[config.mk]
export PLATFORM = sky130hd
export DESIGN_NAME = irq_doorbell_agg
export DESIGN_NICKNAME = d
export VERILOG_FILES = /design/src/rtl/irq_agg_pkg.sv /design/src/rtl/irq_agg_sync.sv /design/src/rtl/irq_agg_regs.sv /design/src/rtl/irq_doorbell_agg.sv
export SDC_FILE = /design/constraint.sdc
export NUM_CORES = 1
export LEC_CHECK = 0
export BUFFER_PORTS_ARGS = -buffer_cell sky130_fd_sc_hd__buf_2
export CORE_MARGIN = 2
export CORE_UTILIZATION = 35
export DETAILED_ROUTE_END_ITERATION = 16
export PLACE_DENSITY = 0.56
export REMOVE_ABC_BUFFERS = 1
export SYNTH_ARGS = -nofsm -noshare
export SYNTH_HDL_FRONTEND = slang
export SYNTH_HIERARCHICAL = 1
export SYNTH_SLANG_ARGS = --single-unit
export TNS_END_PERCENT = 5
[constraint.sdc]
create_clock -name clk -period 3.44 [get_ports clk]
set_clock_uncertainty 0.05 [all_clocks]
set_input_delay 0 -clock clk [delete_from_list [all_inputs] [get_ports clk]]
set_output_delay 0 -clock clk [all_outputs]
set_load 0.05 [all_outputs]
[src/rtl/irq_agg_pkg.sv]
package irq_agg_pkg;
    localparam int SRC_COUNT   = 64;
    localparam int WIRED_COUNT = 21;
    localparam int WORD_W      = 32;
    localparam int ADDR_W      = 8;
    localparam int CAUSE_BASE  = 'h00;
    localparam int MASK_BASE   = 'h20;
    localparam int DOORBELL_AT = 'h30;
endpackage

[src/rtl/irq_agg_sync.sv]
module irq_agg_sync #(
    parameter int WIDTH = irq_agg_pkg::WIRED_COUNT
) (
    input  logic             clk,
    input  logic             rst_n,
    input  logic [WIDTH-1:0] async_i,
    output logic [WIDTH-1:0] sync_o
);
    typedef struct packed {
        logic [WIDTH-1:0] meta;
        logic [WIDTH-1:0] stable;
    } sync_t;

    sync_t st_d, st_q;

    always_comb begin
        st_d        = st_q;
        st_d.meta   = async_i;
        st_d.stable = st_q.meta;
    end

    always_ff @(posedge clk or negedge rst_n) begin
        if (!rst_n) st_q <= '0;
        else        st_q <= st_d;
    end

    assign sync_o = st_q.stable;
endmodule

[src/rtl/irq_agg_regs.sv]
module irq_agg_regs #(
    parameter int SRC_COUNT   = irq_agg_pkg::SRC_COUNT,
    parameter int WIRED_COUNT = irq_agg_pkg::WIRED_COUNT,
    parameter int WORD_W      = irq_agg_pkg::WORD_W,
    parameter int ADDR_W      = irq_agg_pkg::ADDR_W,
    parameter int CAUSE_BASE  = irq_agg_pkg::CAUSE_BASE,
    parameter int MASK_BASE   = irq_agg_pkg::MASK_BASE,
    parameter int DOORBELL_AT = irq_agg_pkg::DOORBELL_AT
) (
    input  logic                   clk,
    input  logic                   rst_n,
    input  logic [WIRED_COUNT-1:0] wired_sync,
    input  logic [ADDR_W-1:0]      reg_addr,
    input  logic                   wr_en,
    input  logic [WORD_W-1:0]      wr_data,
    input  logic                   rd_en,
    output logic [WORD_W-1:0]      rd_data,
    output logic [SRC_COUNT-1:0]   cause_o,
    output logic [SRC_COUNT-1:0]   mask_o
);
    localparam int WORDS = SRC_COUNT / WORD_W;
    localparam int IDX_W = $clog2(SRC_COUNT);

    typedef struct packed {
        logic [SRC_COUNT-1:0] cause;
        logic [SRC_COUNT-1:0] mask;
        logic [WORD_W-1:0]    rdata;
    } regs_t;

    regs_t                r_d, r_q;
    logic [SRC_COUNT-1:0] set_vec;
    logic [SRC_COUNT-1:0] clr_vec;
    logic                 db_hit;
    logic                 db_valid;
    logic [WORD_W-1:0]    rd_mux;

    assign db_hit   = wr_en && (reg_addr == ADDR_W'(DOORBELL_AT));
    assign db_valid = (wr_data >= WORD_W'(WIRED_COUNT)) && (wr_data < WORD_W'(SRC_COUNT));

    always_comb begin
        r_d     = r_q;
        set_vec = '0;
        clr_vec = '0;
        rd_mux  = '0;
        set_vec[WIRED_COUNT-1:0] = wired_sync;
        if (db_hit && db_valid) set_vec[wr_data[IDX_W-1:0]] = 1'b1;
        for (int k = 0; k < WORDS; k++) begin
            if (wr_en && reg_addr == ADDR_W'(CAUSE_BASE + 4 * k))
                clr_vec[k*WORD_W +: WORD_W] = wr_data;
            if (wr_en && reg_addr == ADDR_W'(MASK_BASE + 4 * k))
                r_d.mask[k*WORD_W +: WORD_W] = wr_data;
            if (reg_addr == ADDR_W'(CAUSE_BASE + 4 * k))
                rd_mux = r_q.cause[k*WORD_W +: WORD_W];
            if (reg_addr == ADDR_W'(MASK_BASE + 4 * k))
                rd_mux = r_q.mask[k*WORD_W +: WORD_W];
        end
        // set is applied after clear, so a same-cycle set survives
        r_d.cause = (r_q.cause & ~clr_vec) | set_vec;
        if (rd_en) r_d.rdata = rd_mux;
    end

    always_ff @(posedge clk or negedge rst_n) begin
        if (!rst_n) begin
            r_q.cause <= '0;
            r_q.mask  <= '1;
            r_q.rdata <= '0;
        end else begin
            r_q <= r_d;
        end
    end

    assign rd_data = r_q.rdata;
    assign cause_o = r_q.cause;
    assign mask_o  = r_q.mask;

    a_r3_mask_hold: assert property (@(posedge clk) disable iff (!rst_n)
        !wr_en |=> $stable(r_q.mask));

    a_r4_clear_lands: assert property (@(posedge clk) disable iff (!rst_n)
        (wr_en && reg_addr == ADDR_W'(CAUSE_BASE)) |=>
        ((r_q.cause[WORD_W-1:0] & $past(wr_data & ~set_vec[WORD_W-1:0])) == '0));

    a_r5_doorbell_sets: assert property (@(posedge clk) disable iff (!rst_n)
        (db_hit && db_valid) |=> r_q.cause[$past(wr_data[IDX_W-1:0])]);

    a_r6_doorbell_range: assert property (@(posedge clk) disable iff (!rst_n)
        (db_hit && !db_valid) |=> $stable(r_q.cause[SRC_COUNT-1:WIRED_COUNT]));

    a_r8_set_beats_clear: assert property (@(posedge clk) disable iff (!rst_n)
        1'b1 |=> ((r_q.cause[WIRED_COUNT-1:0] & $past(wired_sync)) == $past(wired_sync)));
endmodule

[src/rtl/irq_doorbell_agg.sv]
module irq_doorbell_agg #(
    parameter int SRC_COUNT   = irq_agg_pkg::SRC_COUNT,
    parameter int WIRED_COUNT = irq_agg_pkg::WIRED_COUNT,
    parameter int WORD_W      = irq_agg_pkg::WORD_W,
    parameter int ADDR_W      = irq_agg_pkg::ADDR_W
) (
    input  logic                   clk,
    input  logic                   rst_n,
    input  logic [WIRED_COUNT-1:0] wired_i,
    input  logic [ADDR_W-1:0]      reg_addr,
    input  logic                   wr_en,
    input  logic [WORD_W-1:0]      wr_data,
    input  logic                   rd_en,
    output logic [WORD_W-1:0]      rd_data,
    output logic                   irq_o
);
    logic [WIRED_COUNT-1:0] wired_sync;
    logic [SRC_COUNT-1:0]   cause;
    logic [SRC_COUNT-1:0]   mask;

    irq_agg_sync #(.WIDTH(WIRED_COUNT)) u_sync (
        .clk     (clk),
        .rst_n   (rst_n),
        .async_i (wired_i),
        .sync_o  (wired_sync)
    );

    irq_agg_regs #(
        .SRC_COUNT   (SRC_COUNT),
        .WIRED_COUNT (WIRED_COUNT),
        .WORD_W      (WORD_W),
        .ADDR_W      (ADDR_W)
    ) u_regs (
        .clk        (clk),
        .rst_n      (rst_n),
        .wired_sync (wired_sync),
        .reg_addr   (reg_addr),
        .wr_en      (wr_en),
        .wr_data    (wr_data),
        .rd_en      (rd_en),
        .rd_data    (rd_data),
        .cause_o    (cause),
        .mask_o     (mask)
    );

    assign irq_o = |(cause & ~mask);

    a_r9_all_masked_quiet: assert property (@(posedge clk) disable iff (!rst_n)
        (&mask) |-> !irq_o);

    a_r1_reset_quiet: assert property (@(posedge clk) disable iff (!rst_n)
        $rose(rst_n) |-> !irq_o);
endmodule

==> metrics.md <==
| Metric | Value |
|---|---|
| FF-to-FF End | u_regs/rd_data[23]$_DFFE_PN0P_ |
| R2R Path Start | u_regs/cause_o[23]$_DFF_PN0_ |
| Final hold vios | 0 |
| Clk Latency, worst-skew pair | 0.51 ns |
| Avg Inst Size Synth | 11.3 um2 |
| Share of cells above drive strength 1 | 0.295 |
| Initial antenna violation count | 1 |
| Critical path endpoint | irq_o |
| Worst Setup End Kind | primary output |
| CP Class | reg2out |
| Drc violations | 0 |
| Net count, final | 1004 |
| Total CTS buffers | 23 |
| Critical Path Start | u_regs/mask_o[19]$_DFFE_PN1P_ |
| CP required | 3.39 ns |
| Setup violators final | 0 |
| Core Util, Final | 0.439 |
| Worst path top cell family by delay | simple AND/OR/NAND/NOR gates |
| Vias in the first global route | 6837 |
| Most frequent cells in the layout | 138 x dfrtp_1, 108 x o21ai_0, 96 x buf_2 |
| HPWL after DPL | 17800 um |
| Row count | 58 |
| Synth Cell Area | 0.00899 mm2 |
| Antenna-violating nets left | 0 |
| Setup Total Neg Slack | 0 ns |
| CP peak stage delay | 0.54 ns |
| Ports | 98 |
| Area after DPL | 0.00979 mm2 |
| Slew @ Worst Pin | 1.00 ns |
| First-pass GRT wire length | 40700 um |
| Initial core utilization | 0.357 |
| Reg2reg path depth | 4 |
| CP cell instances | nand2b_1 -> o2111ai_1 -> nor4_1 -> nand4_1 -> buf_2 |
| Final hold slack | 0.0596 ns |
| Ant diodes | 0 |
| Die extent in x | 164 um |
| Final wirelength | 26700 um |
| Yosys warns | 6 |
| Clock Tree Root | clkbuf_16 |
| Die ar. | 0.0270 mm2 |
| Area delta synth->final | 23.0% |
| Leak Pwr | 4.70 nW |
| Tmin final | 2.61 ns |
| Global Route Usage Sum | 0.199 |
| Die height | 164 um |
| RSZ-0062 raised after global routing | no |
| Power Density | 471 mW/mm2 |
| Finished Cell Area | 0.0111 mm2 |
| Crit path buf inv count | 1 |
| Final worst path period share | 0.758 |
| DR WL/cell | 20.8 um |
| Most common cell after layout, fill and taps aside | dfrtp_1 |
| Resized Gates After CTS | 0 |
| Core Area | 0.0252 mm2 |
| Port Buffer Count | 97 |
| H-tree depth | 1 |
| Iter 0 DRT Violations | 561 |
| Largest net degree at the start of global routing | 99 |
| Relative slew slack | 0.333 |
| Slack of the worst reg-to-reg path | 2.11 ns |
| CP max stage cell | dfstp_2 |
| Final Wtd Congestion | 0.839 |
| CTS tree | built |
| Clock sinks | 202 |
| Startpoint types | register |
| Worst-case clock buffer depth | 3 |
| Max Cap Viol | 0 |
| Status | completed |
| Maximum VDD drop | 0.301 mV |
| Routed vias/inst | 5.28 |
| Arrival time at the worst endpoint | 2.56 ns |
| Slew Limit Fails | 0 |
| Critical Path Stages | 5 |
| CP Max Fanout | 3 |
| Total number of vias | 6783 |
| Yosys cell types | 34 |
| GR Overflow Total | 0 |
| Seq/Total Area, Yosys | 0.571 |
| Hold Crit Class | in2reg |
| Drt first pass iters | 6 |
| Fmax | 383 MHz |
| Mapped Cells | 796 |
| Synthesis-stage register bit count | 202 |
| Reg clk slew, reported paths | 0.06 ns |
synthesized netlist by cell type, drive strengths merged:
cell | number | share of area
inv | 80 | 0.033
clkbuf | 29 | 0.012
a32oi | 26 | 0.025
buf | 19 | 0.015
nand2 | 31 | 0.013
nand2b | 69 | 0.048
and3 | 2 | 0.0014
dfstp | 64 | 0.19
nand3b | 1 | 0.00084
mux2i | 32 | 0.036
o21ai | 109 | 0.061
nor3 | 3 | 0.0022
nor4 | 10 | 0.0084
nand3 | 11 | 0.0061
o2111ai | 16 | 0.016
dfrtp | 138 | 0.38
nand4 | 4 | 0.0028
o22ai | 25 | 0.017
or3 | 1 | 0.00070
nor4b | 2 | 0.0019
nand4b | 2 | 0.0019
or4 | 2 | 0.0017
o31ai | 43 | 0.036
nor2 | 7 | 0.0032
o211ai | 6 | 0.0050
mux2 | 64 | 0.080
tightest hold or removal path: cells and delay by family:
kind | cells | cell delay, ns
compound gates | 3 | 0.39
buf+inv | 1 | 0.18
routing by layer:
metal  vias to the layer above  global-route usage  share of wire
li1                       3135                   -              -
met1                      3366               0.281           0.45
met2                       230               0.319           0.46
met3                        52              0.0351          0.063
met4                         0              0.0455          0.021
met5                         -                   0              0
worst min path at each step:
stage / from / to / slack, ns / cells after the start
after CTS: reg_addr[5] / u_regs/rd_data[30]$_DFFE_PN0P_ / 0.04 / 4
after global routing: wired_i[9] / u_sync/st_d[9]$_DFF_PN0_ / 0.08 / 2
after global placement: wired_i[12] / u_sync/st_d[12]$_DFF_PN0_ / 0.06 / 1
after detailed placement: wired_i[9] / u_sync/st_d[9]$_DFF_PN0_ / 0.06 / 1
after floorplan: rst_n / u_regs/cause_o[0]$_DFF_PN0_ / -0.35 / 0
final: reg_addr[5] / u_regs/rd_data[30]$_DFFE_PN0P_ / 0.06 / 4
final cells by class:
type / count / area (um2)
timing repair buffer: 166 / 1170
clock buffer: 32 / 669
multi-input combinational: 466 / 3310
tap: 330 / 413
inverter: 80 / 300
sequential: 202 / 5130
clock inverter: 9 / 52.6
fill: 2410 / 14100
registers in the layout, indices dropped and copies added (netlist names):
name,count
u_regs/cause_o,64
u_regs/mask_o,64
u_regs/rd_data,32
u_sync/st_d,21
u_sync/sync_o,21
cells by family after synthesis:
family / share of synthesized area
flops: 0.571
mux: 0.116
buf+inv: 0.0606
simple gates: 0.0922
compound gates: 0.160
per-stage QoR:
stage          instances  power (mW)  worst slack (ns)
2_1_floorplan        748        2.64              1.10
4_1_cts             1285        5.27             0.816
6_report            1285        5.21             0.832
3_5_place_dp        1190        2.85             0.795
3_3_place_gp        1190        2.85             0.907
5_1_grt             1285        5.40             0.814
where the power goes:
part	internal (mW)	total, mW	switching [mW]
clock	1.36	2.35	0.995
combinational	0.148	0.357	0.209
sequential	2.47	2.50	0.0326
total	3.97	5.21	1.24
what timing repair did:
action,4_1_cts,5_1_grt
buffers inserted,0,0
hold buffers,54,0
hold endpoints to repair,219,0
Note: power is estimated with default switching activity, not from simulation.
